File: src/rtl/cal_trim_pkg.sv
package cal_trim_pkg;
  typedef enum logic [1:0] {
    EM_PASS  = 2'd0,
    EM_SPLIT = 2'd1,
    EM_BLANK = 2'd2
  } edit_mode_e;
endpackage

File: src/rtl/cal_minute_seq.sv
module cal_minute_seq #(
  parameter int CYCLE_MIN = 64,
  parameter int MAG_W     = 5,
  parameter int FREE_MIN  = 2
) (
  input  logic                         clk,
  input  logic                         rst_n,
  input  logic                         min_mark,
  input  logic [MAG_W-1:0]             cal_mag,
  input  logic                         cal_sign,
  output logic [$clog2(CYCLE_MIN)-1:0] cur_min,
  output logic [MAG_W-1:0]             act_mag,
  output logic                         act_sign,
  output logic                         arm_pos,
  output logic                         arm_neg
);
  localparam int MIN_W    = $clog2(CYCLE_MIN);
  localparam int CMP_W    = (MIN_W > MAG_W + 1) ? MIN_W : MAG_W + 1;
  localparam int EDIT_LIM = CYCLE_MIN - FREE_MIN;

  logic             cycle_start;
  logic [MAG_W-1:0] nxt_mag;
  logic             nxt_sign;
  logic [CMP_W-1:0] span;
  logic [CMP_W-1:0] pos_x;
  logic             hit;

  // the setting is latched only as minute 0 opens
  assign cycle_start = (cur_min == '0);
  assign nxt_mag     = cycle_start ? cal_mag  : act_mag;
  assign nxt_sign    = cycle_start ? cal_sign : act_sign;
  assign span        = CMP_W'(nxt_mag) << 1;
  assign pos_x       = CMP_W'(cur_min);
  assign hit         = (pos_x < span) && (pos_x < CMP_W'(EDIT_LIM));

  always_ff @(posedge clk or negedge rst_n) begin
    if (!rst_n) begin
      cur_min  <= '0;
      act_mag  <= '0;
      act_sign <= 1'b0;
      arm_pos  <= 1'b0;
      arm_neg  <= 1'b0;
    end else begin
      arm_pos <= 1'b0;
      arm_neg <= 1'b0;
      if (min_mark) begin
        cur_min  <= (cur_min == MIN_W'(CYCLE_MIN - 1)) ? '0 : cur_min + MIN_W'(1);
        act_mag  <= nxt_mag;
        act_sign <= nxt_sign;
        arm_pos  <= hit && nxt_sign;
        arm_neg  <= hit && !nxt_sign;
      end
    end
  end
endmodule

File: src/rtl/cal_tick_editor.sv
module cal_tick_editor
  import cal_trim_pkg::*;
#(
  parameter int SPLIT_N = 2,
  parameter int BLANK_N = 1
) (
  input  logic       clk,
  input  logic       rst_n,
  input  logic       arm_pos,
  input  logic       arm_neg,
  input  logic       win_close,
  input  logic       in_valid,
  output logic       in_ready,
  output logic       out_valid,
  input  logic       out_ready,
  output edit_mode_e mode
);
  localparam int SW = $clog2(SPLIT_N + 1);
  localparam int BW = $clog2(BLANK_N + 1);

  logic [SW-1:0] split_left;
  logic [BW-1:0] blank_left;

  always_comb begin
    if (split_left != '0)      mode = EM_SPLIT;
    else if (blank_left != '0) mode = EM_BLANK;
    else                       mode = EM_PASS;
  end

  always_comb begin
    unique case (mode)
      EM_SPLIT: begin out_valid = 1'b1;     in_ready = 1'b0;      end
      EM_BLANK: begin out_valid = 1'b0;     in_ready = 1'b1;      end
      default:  begin out_valid = in_valid; in_ready = out_ready; end
    endcase
  end

  always_ff @(posedge clk or negedge rst_n) begin
    if (!rst_n) begin
      split_left <= '0;
      blank_left <= '0;
    end else if (arm_pos) begin
      split_left <= SW'(SPLIT_N);
      blank_left <= '0;
    end else if (arm_neg) begin
      split_left <= '0;
      blank_left <= BW'(BLANK_N);
    end else if (win_close) begin
      split_left <= '0;
      blank_left <= '0;
    end else if (mode == EM_SPLIT) begin
      if (out_ready) split_left <= split_left - SW'(1);
    end else if (mode == EM_BLANK) begin
      if (in_valid) blank_left <= blank_left - BW'(1);
    end
  end
endmodule

File: src/rtl/cal_trim_unit.sv
module cal_trim_unit #(
  parameter int CYCLE_MIN = 64,
  parameter int MAG_W     = 5,
  parameter int FREE_MIN  = 2,
  parameter int SPLIT_N   = 2,
  parameter int BLANK_N   = 1
) (
  input  logic             clk,
  input  logic             rst_n,
  input  logic             tick_in_valid,
  output logic             tick_in_ready,
  output logic             tick_out_valid,
  input  logic             tick_out_ready,
  input  logic             min_mark,
  input  logic             sec_mark,
  input  logic [MAG_W-1:0] cal_mag,
  input  logic             cal_sign
);
  import cal_trim_pkg::*;
  localparam int MIN_W = $clog2(CYCLE_MIN);

  logic [MIN_W-1:0] cur_min;
  logic [MAG_W-1:0] act_mag;
  logic             act_sign;
  logic             arm_pos;
  logic             arm_neg;
  logic             win_close;
  edit_mode_e       mode;

  // a second mark that is also a minute mark opens a window, it does not close one
  assign win_close = sec_mark && !min_mark;

  cal_minute_seq #(
    .CYCLE_MIN(CYCLE_MIN), .MAG_W(MAG_W), .FREE_MIN(FREE_MIN)
  ) u_seq (
    .clk(clk), .rst_n(rst_n), .min_mark(min_mark),
    .cal_mag(cal_mag), .cal_sign(cal_sign),
    .cur_min(cur_min), .act_mag(act_mag), .act_sign(act_sign),
    .arm_pos(arm_pos), .arm_neg(arm_neg)
  );

  cal_tick_editor #(
    .SPLIT_N(SPLIT_N), .BLANK_N(BLANK_N)
  ) u_edit (
    .clk(clk), .rst_n(rst_n), .arm_pos(arm_pos), .arm_neg(arm_neg),
    .win_close(win_close), .in_valid(tick_in_valid), .in_ready(tick_in_ready),
    .out_valid(tick_out_valid), .out_ready(tick_out_ready), .mode(mode)
  );
endmodule

File: config.mk
export PLATFORM = sky130hd
export DESIGN_NAME = cal_trim_unit
export DESIGN_NICKNAME = d
export VERILOG_FILES = /design/src/rtl/cal_trim_pkg.sv /design/src/rtl/cal_minute_seq.sv /design/src/rtl/cal_tick_editor.sv /design/src/rtl/cal_trim_unit.sv
export SDC_FILE = /design/constraint.sdc
export NUM_CORES = 1
export LEC_CHECK = 0
export BUFFER_PORTS_ARGS = -buffer_cell sky130_fd_sc_hd__buf_2
export CAP_MARGIN = 20
export CORE_MARGIN = 4
export CORE_UTILIZATION = 40
export DETAILED_ROUTE_END_ITERATION = 7
export GPL_ROUTABILITY_DRIVEN = 1
export GPL_TIMING_DRIVEN = 0
export PLACE_DENSITY = 0.68
export SYNTH_ARGS = -nofsm -noshare
export SYNTH_HDL_FRONTEND = slang
export SYNTH_SLANG_ARGS = --single-unit
File: constraint.sdc
create_clock -name clk -period 4.8 [get_ports clk]
set_input_delay 0.24 -clock clk [delete_from_list [all_inputs] [get_ports clk]]
set_output_delay 0.24 -clock clk [all_outputs]
set_load 0.05 [all_outputs]
# Yosys cells after proc, flatten, opt, wreduce, memory -nomap -nowiden
# Index checks and enable logic that the tools add are counted.
# totals
register_bits,17
out_inout_bits,2
elab_cells,50
# classes
addsub,3
magnitude_cmp,2
n_eq_ne,4
n_mux,20
reduce_logical,14
# op_table
cell,n
nonzero test 4 bit,4
2-to-1 mux 2 bit,7
2-to-1 mux 1 bit,9
"adder 6 x 1 -> 6 bit, second input constant",1
"equality test 6 bit, second input constant",1
logical NOT 6 bit,1
less-than comparator 6 bit,1
"less-than comparator 6 bit, second input constant",1
2-to-1 mux 6 bit,1
2-to-1 mux 5 bit,1
logical AND 1 bit,4
"inequality test 4 x 3 -> 1 bit, second input constant",1
case mux 1 bit (2 select lines),2
AND reduction 3 bit,1
"equality test 2 x 1 -> 1 bit, second input constant",1
"equality test 2 bit, second input constant",1
logical NOT 1 bit,2
AND reduction 2 bit,1
nonzero test 2 bit,1
"subtractor 2 x 1 -> 2 bit, second input constant",1
"subtractor 1 bit, second input constant",1

# Longest topological paths before layout
# Gate-level depths: netlist of run 1.
# logic_depth
word_depth,8
mapped_depth,10
depth_no_buf,10

# Modules after synthesis
# Synthesis of run 1 repeated with hierarchy kept, for this count alone.
# unflattened
hier_cells,93
area_unflattened_um2,1016.0
# by_module_without_submodules
mod,n_inst,cells_per_inst,area_each_um2,seq_area_each_um2
cal_minute_seq,1,70,810.8,350.3
cal_tick_editor,1,22,191.4,75.1
cal_trim_unit,1,1,13.8,0.0

# Worst setup path after synthesis of run 1
# Ideal clock, no wire load.
# synth_timing
path_type,register to register
from,register u_seq.cur_min[1]
to,register u_seq.arm_pos
setup_time_ps,88
arrival_ps,2015
required_time_ps,4712
setup_slack_ps,2697
stages_incl_launch_ff,11
n_path_buf,0
period_less_slack_ps,2103
cell_sequence,dfrtp_1 > inv_1 > ha_1 > nor3b_4 > nand2_4 > mux2i_1 > ha_1 > and3_1 > o21ai_0 > nand4b_1 > nor3b_1
# synth_between
elab_chain_len,6
word_cells_on_any_way,8
classes_between,order compare (2); mux (3); reduce/logical (3)
# synth_lines
element,line,source
from (decl),cal_minute_seq.sv:11,"output logic [$clog2(CYCLE_MIN)-1:0] cur_min,"
from (signal assigned),cal_minute_seq.sv:47,cur_min <= (cur_min == MIN_W'(CYCLE_MIN - 1)) ? '0 : cur_min + MIN_W'(1);
logical NOT 6 bit,cal_minute_seq.sv:29,assign cycle_start = (cur_min == '0);
2-to-1 mux 5 bit,cal_minute_seq.sv:30,assign nxt_mag = cycle_start ? cal_mag : act_mag;
less-than comparator 6 bit,cal_minute_seq.sv:34,assign hit = (pos_x < span) && (pos_x < CMP_W'(EDIT_LIM));
logical AND 1 bit,cal_minute_seq.sv:34,
logical AND 1 bit (*),cal_minute_seq.sv:50,arm_pos <= hit && nxt_sign;
2-to-1 mux 1 bit (*),cal_minute_seq.sv:46,if (min_mark) begin
to (signal assigned),cal_minute_seq.sv:50,
to (decl),cal_minute_seq.sv:14,"output logic arm_pos,"
# Mark *: on every way between the ends. The rest lies on a longest branch, timed or not.
# A chain may end at the register's enable or synchronous reset.

# Worst setup path in the final report of run 1
# Ends and elaborated chain as after synthesis.

==> results of run 1 <==
kinds of logic after synthesis:
family,Yosys count
buf+inv,6
xor+xnor,3
mux,12
simple gates,31
compound gates,14
fa+ha+maj,7
flops,17
registers in the layout, summed over array words and instances, names as in the netlist:
signal	cells
u_edit.split_left	2
u_edit.blank_left	1
u_seq.arm_neg	1
u_seq.act_mag	5
u_seq.arm_pos	1
u_seq.act_sign	1
u_seq.cur_min	6
final timing paths:
kind                                  startpoint  slack, ns                 to
worst max-delay path            u_seq.cur_min[1]       2.41      u_seq.arm_pos
worst min-delay path                  cal_mag[1]       0.19   u_seq.act_mag[1]
worst max register to register  u_seq.cur_min[1]       2.41      u_seq.arm_pos
worst min register to register     u_seq.arm_pos       0.46  u_edit.blank_left
max in group asynchronous                  rst_n       4.14     u_seq.act_sign
min in group asynchronous                  rst_n       0.38   u_seq.act_mag[0]
synthesized netlist by cell type:
cell type / number / area, sq um
a21o_1: 2 / 15.0
a21oi_1: 2 / 10.0
and3_1: 2 / 12.5
and3_2: 1 / 7.51
and4_1: 1 / 8.76
clkbuf_1: 1 / 3.75
dfrtp_1: 17 / 425
ha_1: 7 / 87.6
inv_1: 5 / 18.8
mux2_1: 1 / 11.3
mux2_2: 5 / 56.3
mux2_4: 1 / 15.0
mux2i_1: 5 / 50.1
nand2_1: 5 / 18.8
nand2_4: 1 / 11.3
nand2b_1: 2 / 12.5
nand3_1: 5 / 25.0
nand3_2: 1 / 10.0
nand4_1: 1 / 6.26
nand4b_1: 1 / 8.76
nor2_1: 4 / 15.0
nor2b_1: 2 / 12.5
nor3_2: 1 / 10.0
nor3b_1: 1 / 7.51
nor3b_4: 1 / 18.8
nor4_1: 1 / 6.26
o21a_1: 1 / 7.51
o21ai_0: 8 / 40.0
o31ai_1: 1 / 7.51
or4b_1: 1 / 10.0
xnor2_1: 3 / 26.3
critical path: stages, from the launching register on:
cell	delay [ns]
dfrtp_1	0.45
inv_1	0.09
ha_1	0.15
nor3b_4	0.30
nand2_4	0.12
mux2i_1	0.18
ha_1	0.27
and3_1	0.17
o21ai_0	0.17
nand4b_1	0.17
nor3b_1	0.23
through the flow:
stage	instance area (sq um)	utilization [%]
floorplan	976	-
global placement	1070	47.1
detailed placement	1070	47.1
CTS	1110	48.7
global route	1110	48.7
finish	1110	48.7
layout make-up:
type	instances	area [sq um]
Buffer	1	3.75
Clock buffer	3	22.5
Clock inverter	1	5.00
Fill cell	209	1170
Inverter	5	18.8
Multi-Input combinational cell	67	528
Sequential cell	17	425
Tap cell	28	35.0
Timing Repair Buffer	13	70.1
where the power goes:
group	leakage [uW]	total, uW	switching [uW]	internal [uW]
clock	0.0000177	76.8	45.7	31.1
sequential	0.000212	260	57.9	202
combinational	0.000320	275	142	133
total	0.000550	611	246	366
metal layers:
metal | up-vias | global-route usage, %
met5 | - | 0
met4 | 0 | 6.29
met3 | 5 | 2.49
met2 | 16 | 19.5
met1 | 315 | 13.9
li1 | 356 | -
==> flow_metrics.env, run 1 <==
export IMPL_finalCritPeriodShare_pct=49.8
export IMPL_die_y_um=57.4
export IMPL_worst_ep_arrival_time_ns=2.60
export IMPL_ant_nets=0
export IMPL_layout_commonest_cell="dfrtp_1"
export IMPL_die_w_um=57.4
export IMPL_avgSynthCellArea_sq_um=10.8
export IMPL_htreeDepth=1
export IMPL_cts_sinks=17
export IMPL_portBuffers=12
export IMPL_hpwl_mm=1.29
export IMPL_rows=17
export IMPL_worstHoldPathCells=2
export IMPL_worst_pin_slew_ns=0.421
export IMPL_wl_met3_um=64
export IMPL_synth_area_sq_um=976
export IMPL_drc_errors=0
export IMPL_critPathCaptureType="flip-flop"
export IMPL_grtUsageTotal_pct=11.7
export IMPL_outcome="complete, no violations"
export IMPL_clock_skew_final_ns=0.00133
export IMPL_wl_met1_um=767
export IMPL_clk_pin_slew_ns=0.10
export IMPL_area_growth_pct=13.6
export IMPL_slew_violations=0
export IMPL_synth_xor_area_share_pct=2.69
export IMPL_synth_seq_cells=17
export IMPL_setup_tns_ns=0
export IMPL_fin_nets=127
export IMPL_dr_wl_met2_um=760
export IMPL_place_congestion=0.778
export IMPL_place_inst=130
export IMPL_layout_setup_ws_ns=2.41
export IMPL_final_layout_size_suffix_gt1_share_pct=25.2
export IMPL_hold_path_class="input pin to flip-flop"
export IMPL_setup_viol=0
export IMPL_grt_max_degree=18
export IMPL_relSlewSlack_pct=72.0
export IMPL_vias_per_cell=5.13
export IMPL_synth_nets=109
export IMPL_vias=692
export IMPL_synth_compound_area_share_pct=8.21
export IMPL_synth_mux_area_share_pct=13.6
export IMPL_rsz0062_at_grt="no"
export IMPL_most_common_layout_cells="dfrtp_1 (17), buf_2 (12), o21ai_0 (8), ha_1 (7)"
export IMPL_critPathKind="flip-flop to flip-flop"
export IMPL_grt_pass1_vias=700
export IMPL_pre_cts_ws_ns=2.44
export IMPL_fin_crit_ns=2.39
export IMPL_wirelength_mm=1.64
export IMPL_cp_data_required_time_ns=5.01
export IMPL_cts_tree="done"
export IMPL_power_density_mw_per_mm2=552
export IMPL_hold_violations=0
export IMPL_start_util_pct=42.9
export IMPL_cts_hold_fix_buffers=1
export IMPL_worstPathMaxFanout=6
export IMPL_cap_violations=0
export IMPL_cts_buffers=3
export IMPL_cp_start_kind="flip-flop"
export IMPL_ys_seq_area_share_pct=43.6
export IMPL_coreArea_sq_mm=0.00228
export IMPL_post_cts_buffers=0
export IMPL_avgRoutedWirePerCell_um=12.1
export IMPL_power_leakage_uw=0.000550
export IMPL_initialDrtViolationCount=13
export IMPL_synth_top_family_by_area="simple AND/OR/NAND/NOR gates"
export IMPL_io_pins=14
export IMPL_timing_hold_ws_ns=0.185
export IMPL_ctsRootBufferMaster="clkbuf_4"
export IMPL_vdd_drop_max_mv=0.277
export IMPL_postSynthCellCount=90
export IMPL_antenna_found_initial=0
export IMPL_yosys_area_share_adder_pct=8.97
export IMPL_n_antenna_cell=0
export IMPL_r2r_cells=10
export IMPL_highest_layer="met4"
export IMPL_grt_pass1_wl_mm=2.99
export IMPL_stdcell_count=135
export IMPL_clk_latency_ns=0.29
export IMPL_cts_buffer_depth=2
export IMPL_max_freq_ghz=0.418
export IMPL_firstDrtPassIters=4
export IMPL_grt_ovfl_total=0
export IMPL_ys_warn_count=0
export IMPL_synthSimpleGateAreaFrac_pct=20.6
export IMPL_ys_types=31
export IMPL_die_area_sq_mm=0.00329
export IMPL_p_total_uw=611
export IMPL_ctsResizeCount=0
No activity file was read; power rests on OpenSTA's default activity.
==> run 2: changes to the inputs <==
Settings changed: PLACE_DENSITY 0.68 to 0.7.
Clock period 4.8 ns to 2.1 ns, I/O delays scaled along.
==> flow_metrics.env, run 2 (synthesis gave the netlist of run 1 again) <==
export IMPL_avgRoutedWirePerCell_um=12.9
export IMPL_worstPathMaxFanout=4
export IMPL_die_w_um=57.4
export IMPL_grt_max_degree=18
export IMPL_hpwl_mm=1.32
export IMPL_die_y_um=57.4
export IMPL_vias=774
export IMPL_die_area_sq_mm=0.00329
export IMPL_coreArea_sq_mm=0.00228
export IMPL_power_density_mw_per_mm2=1280
export IMPL_r2r_start="u_seq.cur_min[1]"
export IMPL_top_register="u_seq.cur_min"
export IMPL_cts_sinks=17
export IMPL_vias_per_cell=5.27
export IMPL_layout_setup_ws_ns=-0.0461
export IMPL_fillCellCount=197
export IMPL_cts_buffer_depth=2
export IMPL_ctsRootBufferMaster="clkbuf_4"
export IMPL_most_common_layout_cells="dfrtp_1 (17), buf_2 (12), buf_4 (12), o21ai_0 (6), ha_1 (6)"
export IMPL_max_freq_ghz=0.466
export IMPL_layout_commonest_cell="dfrtp_1"
export IMPL_r2r_cells=10
export IMPL_worstHoldPathCells=2
export IMPL_firstDrtPassIters=3
export IMPL_cp_start_kind="flip-flop"
export IMPL_grtUsageTotal_pct=12.6
export IMPL_grt_pass1_vias=772
export IMPL_drc_errors=0
export IMPL_wirelength_mm=1.90
export IMPL_cap_violations=0
export IMPL_postLayoutCoreUtil_pct=54.2
export IMPL_clk_latency_ns=0.30
export IMPL_fin_nets=139
export IMPL_hold_violations=0
export IMPL_grt_pass1_wl_mm=3.24
export IMPL_start_util_pct=42.9
export IMPL_place_congestion=0.755
export IMPL_worst_ep_arrival_time_ns=2.38
export IMPL_initialDrtViolationCount=7
export IMPL_n_antenna_cell=0
export IMPL_finalCritPeriodShare_pct=102
export IMPL_portBuffers=12
export IMPL_min_to="u_seq.act_mag[0]"
export IMPL_largest_reg_flops=6
export IMPL_reg_largest_list="u_seq.cur_min: 6 flops, u_seq.act_mag: 5 flops, u_edit.split_left: 2 flops"
export IMPL_worst_pin_slew_ns=0.407
export IMPL_final_layout_size_suffix_gt1_share_pct=40.3
export IMPL_critPathCaptureType="flip-flop"
export IMPL_htreeDepth=1
export IMPL_rsz0062_at_grt="yes"
export IMPL_area_growth_pct=26.3
export IMPL_pre_cts_ws_ns=-0.188
export IMPL_cts_tree="done"
export IMPL_cp_data_required_time_ns=2.33
export IMPL_power_leakage_uw=0.000594
export IMPL_slew_violations=0
export IMPL_io_pins=14
export IMPL_hold_start="cal_mag[0]"
export IMPL_clock_skew_final_ns=0.000591
export IMPL_ant_nets=0
export IMPL_vdd_drop_max_mv=0.720
export IMPL_hold_path_class="input pin to flip-flop"
export IMPL_cts_buffers=3
export IMPL_clk_pin_slew_ns=0.10
export IMPL_r2r_slack_ns=-0.05
export IMPL_antenna_found_initial=0
export IMPL_fin_crit_ns=2.15
export IMPL_violations="negative setup slack"
export IMPL_setup_viol=2
export IMPL_rows=17
export IMPL_critPathKind="flip-flop to flip-flop"
export IMPL_grt_ovfl_total=0
export IMPL_relSlewSlack_pct=72.8
export IMPL_outcome="finished, violations left"
export IMPL_rr_endpoint="u_seq.arm_pos"
run 2: power by group:
part	switching [uW]	internal, uW	total, uW	leakage, uW
clock	108	71.1	179	0.0000177
sequential	136	461	598	0.000212
combinational	390	411	801	0.000365
run 2: worst max path at each step:
| stage | from | to | slack, ns | depth (start not counted) |
|---|---|---|---|---|
| finish | u_seq.cur_min[1] | u_seq.arm_pos | -0.05 | 10 |
| global route | u_seq.cur_min[1] | u_seq.arm_neg | -0.17 | 10 |
| CTS | u_seq.cur_min[0] | u_seq.arm_pos | -0.07 | 10 |
| detailed placement | u_seq.cur_min[1] | u_seq.arm_pos | -0.19 | 10 |
| global placement | u_seq.cur_min[1] | u_seq.arm_pos | -0.17 | 10 |
| floorplan | u_seq.cur_min[1] | u_seq.arm_pos | 0.005 | 10 |
run 2: worst max-delay path: stages, from the launching register on:
cell and delay (ns):
dfrtp_1 0.41, inv_2 0.09, ha_4 0.13, nor3b_4 0.23, nand2_4 0.10, mux2i_2 0.19, ha_1 0.26, and3_1 0.16
o21ai_1 0.12, nand4b_1 0.17, nor3b_2 0.21
run 2: through the flow:
step / cells / TNS [ns] / power (uW) / hold WS [ns] / instance area (sq um)
finish: 147 / -0.0895 / 1580 / 0.0427 / 1230
global route: 147 / -0.338 / 1710 / 0.0375 / 1230
CTS: 142 / -0.0660 / 1500 / 0.0299 / 1170
detailed placement: 130 / -0.279 / 1250 / 0.0472 / 1070
global placement: 130 / -0.228 / 1200 / 0.0423 / 1070
floorplan: 90 / 0 / 1090 / -0.191 / 976
run 2: repair_timing:
| action | CTS | global route |
|---|---|---|
| gates resized for setup | 4 | 7 |
| pin swaps | 5 | 11 |
| hold buffers | 1 | 0 |
| setup buffers | 7 | 5 |
| endpoints found under the setup margin | 2 | 2 |
| hold endpoints to repair | 17 | 0 |
run 2: routing by layer:
layer / part of all wire [%] / GRT usage, %
met1: 43 / 14.8
met5: 0 / 0
met3: 4.2 / 2.49
met4: 2.5 / 8.61
met2: 50 / 20.6
run 2: cell type report:
class                   count  area [sq um]  area share, %
plain buffers               1          3.75          0.305
flip-flops and latches     17           425           34.5
clock inverters             1          5.00          0.406
multi-input cells          67           562           45.6
clock buffers               3          22.5           1.83
well taps                  28          35.0           2.84
repair buffers             25           160           13.0
inverters                   5          18.8           1.52
==> run 3: changes to the inputs <==
Settings changed: CELL_PAD_IN_SITES_DETAIL_PLACEMENT set to 0, CELL_PAD_IN_SITES_GLOBAL_PLACEMENT set to 1, CORE_UTILIZATION 40 to 39, GPL_TIMING_DRIVEN 0 to not set, MAX_ROUTING_LAYER set to met4, PLACE_DENSITY 0.7 to 0.82.
==> flow_metrics.env, run 3 (synthesis gave the netlist of run 1 again) <==
export IMPL_rows=17
export IMPL_grt_pass1_wl_mm=3.35
export IMPL_avgRoutedWirePerCell_um=12.6
export IMPL_layout_commonest_cell="dfrtp_1"
export IMPL_fin_crit_ns=2.12
export IMPL_grt_ovfl_total=0
export IMPL_die_area_sq_mm=0.00337
export IMPL_p_total_uw=1530
export IMPL_vias=775
export IMPL_path_buf_inv=2
export IMPL_critPathKind="flip-flop to flip-flop"
export IMPL_cp_data_required_time_ns=2.27
export IMPL_die_w_um=58.0
export IMPL_cts_buffers=3
export IMPL_coreArea_sq_mm=0.00230
export IMPL_setup_viol=2
export IMPL_die_y_um=58.0
export IMPL_grtUsageTotal_pct=13.2
export IMPL_htreeDepth=1
export IMPL_outcome="finished, violations left"
export IMPL_cpMostUsedCell="ha_1"
export IMPL_rsz0062_at_grt="yes"
export IMPL_cap_violations=0
export IMPL_crit_family="simple AND/OR/NAND/NOR gates"
export IMPL_final_layout_size_suffix_gt1_share_pct=35.3
export IMPL_placed_area_sq_mm=0.00113
export IMPL_power_leakage_uw=0.000608
export IMPL_ant_nets=0
export IMPL_reg_largest_list="u_seq.cur_min: 6 flops, u_seq.act_mag: 5 flops, u_edit.split_left: 2 flops"
export IMPL_r2r_slack_ns=-0.02
export IMPL_drc_errors=0
export IMPL_cts_buffer_depth=2
export IMPL_firstDrtPassIters=4
export IMPL_io_pins=14
export IMPL_slew_violations=0
export IMPL_vias_per_cell=5.27
export IMPL_ctsRootBufferMaster="clkbuf_4"
export IMPL_relSlewSlack_pct=75.2
export IMPL_layout_setup_ws_ns=-0.0198
export IMPL_area_growth_pct=23.3
export IMPL_stdcell_area_sq_mm=0.00120
export IMPL_worstPathMaxFanout=5
export IMPL_violations="negative setup slack"
export IMPL_grt_max_degree=18
export IMPL_hpwl_mm=1.46
export IMPL_most_common_layout_cells="dfrtp_1 (17), buf_2 (13), buf_4 (12), o21ai_0 (7), ha_1 (7)"
export IMPL_slowest_delay_ns=0.40
export IMPL_portBuffers=13
export IMPL_critPathCaptureType="flip-flop"
export IMPL_place_congestion=0.726
export IMPL_initialDrtViolationCount=20
export IMPL_seq_area_sq_um=425
export IMPL_power_density_mw_per_mm2=1270
export IMPL_cts_tree="done"
export IMPL_clock_skew_final_ns=0.00149
export IMPL_antenna_found_initial=0
export IMPL_worst_ep_arrival_time_ns=2.29
export IMPL_fin_nets=139
export IMPL_hold_path_class="input pin to flip-flop"
export IMPL_cts_sinks=17
export IMPL_multi_input_comb_area_sq_um=533
export IMPL_clk_latency_ns=0.28
export IMPL_hold_violations=0
export IMPL_cp_start_kind="flip-flop"
export IMPL_crit_chain="inv_2 -> ha_1 -> nor3b_4 -> nand2_4 -> buf_4 -> mux2i_1 -> ha_1 -> and4_1 -> o21ai_0 -> nor2_1 -> nor3b_2"
export IMPL_worst_pin_slew_ns=0.372
export IMPL_finalCritPeriodShare_pct=101
export IMPL_timing_hold_ws_ns=0.0415
export IMPL_grt_pass1_vias=828
export IMPL_vdd_drop_max_mv=0.698
export IMPL_start_util_pct=42.5
export IMPL_n_antenna_cell=0
export IMPL_fillCellCount=227
export IMPL_max_freq_ghz=0.472
export IMPL_top_register="u_seq.cur_min"
export IMPL_largest_reg_flops=6
export IMPL_wirelength_mm=1.85
export IMPL_crit_slowest_cell="dfrtp_1"
export IMPL_clk_pin_slew_ns=0.09
-- run 3: cell types whose count changed in the layout (fill, tap and decap cells not counted), sizes merged --
cell / delta
buf: +1
clkinv: -1
-- run 3: path summary, 6_finish.rpt --
check / start / endpoint / depth (start not counted)
min reg2reg: u_seq.arm_neg / u_edit.split_left[0] / 1
max: u_seq.cur_min[0] / u_seq.arm_pos / 11
max reg2reg: u_seq.cur_min[0] / u_seq.arm_pos / 11
min in group asynchronous: rst_n / u_seq.cur_min[1] / 2
min: cal_mag[2] / u_seq.act_mag[2] / 2
max in group asynchronous: rst_n / u_edit.split_left[1] / 2
-- run 3: timing repair --
item,CTS,global route
setup endpoints to repair,2,2
hold endpoints to repair,17,0
gates resized for setup,1,2
pin swaps,4,1
hold buffers,1,0
setup buffers,2,2
-- run 3: metrics by stage --
stage,setup WS (ns),setup TNS (ns),utilization [%],cells
global placement,-0.0338,-0.0338,49.3,138
detailed placement,-0.0825,-0.0825,49.3,138
global route,-0.169,-0.335,52.4,147
CTS,-0.0220,-0.0220,51.5,145
finish,-0.0198,-0.0372,52.4,147
floorplan,0.00469,0,-,90
-- run 3: where the power goes --
| part | leakage, uW | switching [uW] | internal [uW] |
|---|---|---|---|
| Combinational | 0.000381 | 415 | 403 |
| Clock | 0.0000150 | 97.2 | 73.7 |
| Sequential | 0.000212 | 83.2 | 462 |
-- run 3: metal layers --
layer	part of all wire [%]	track usage, %	vias up
met4	0.27	3.97	0
met3	4.0	2.23	2
met5	0	-	-
met2	54	24.0	15
met1	41	14.6	378
li1	-	-	380
-- run 3: area by class of cell --
cell class                      count  area share (%)
Clock buffer                        4            2.18
Timing Repair Buffer               26            13.7
Inverter                            5            1.56
Tap cell                           28            2.91
Multi-Input combinational cell     67            44.3
Sequential cell                    17            35.3
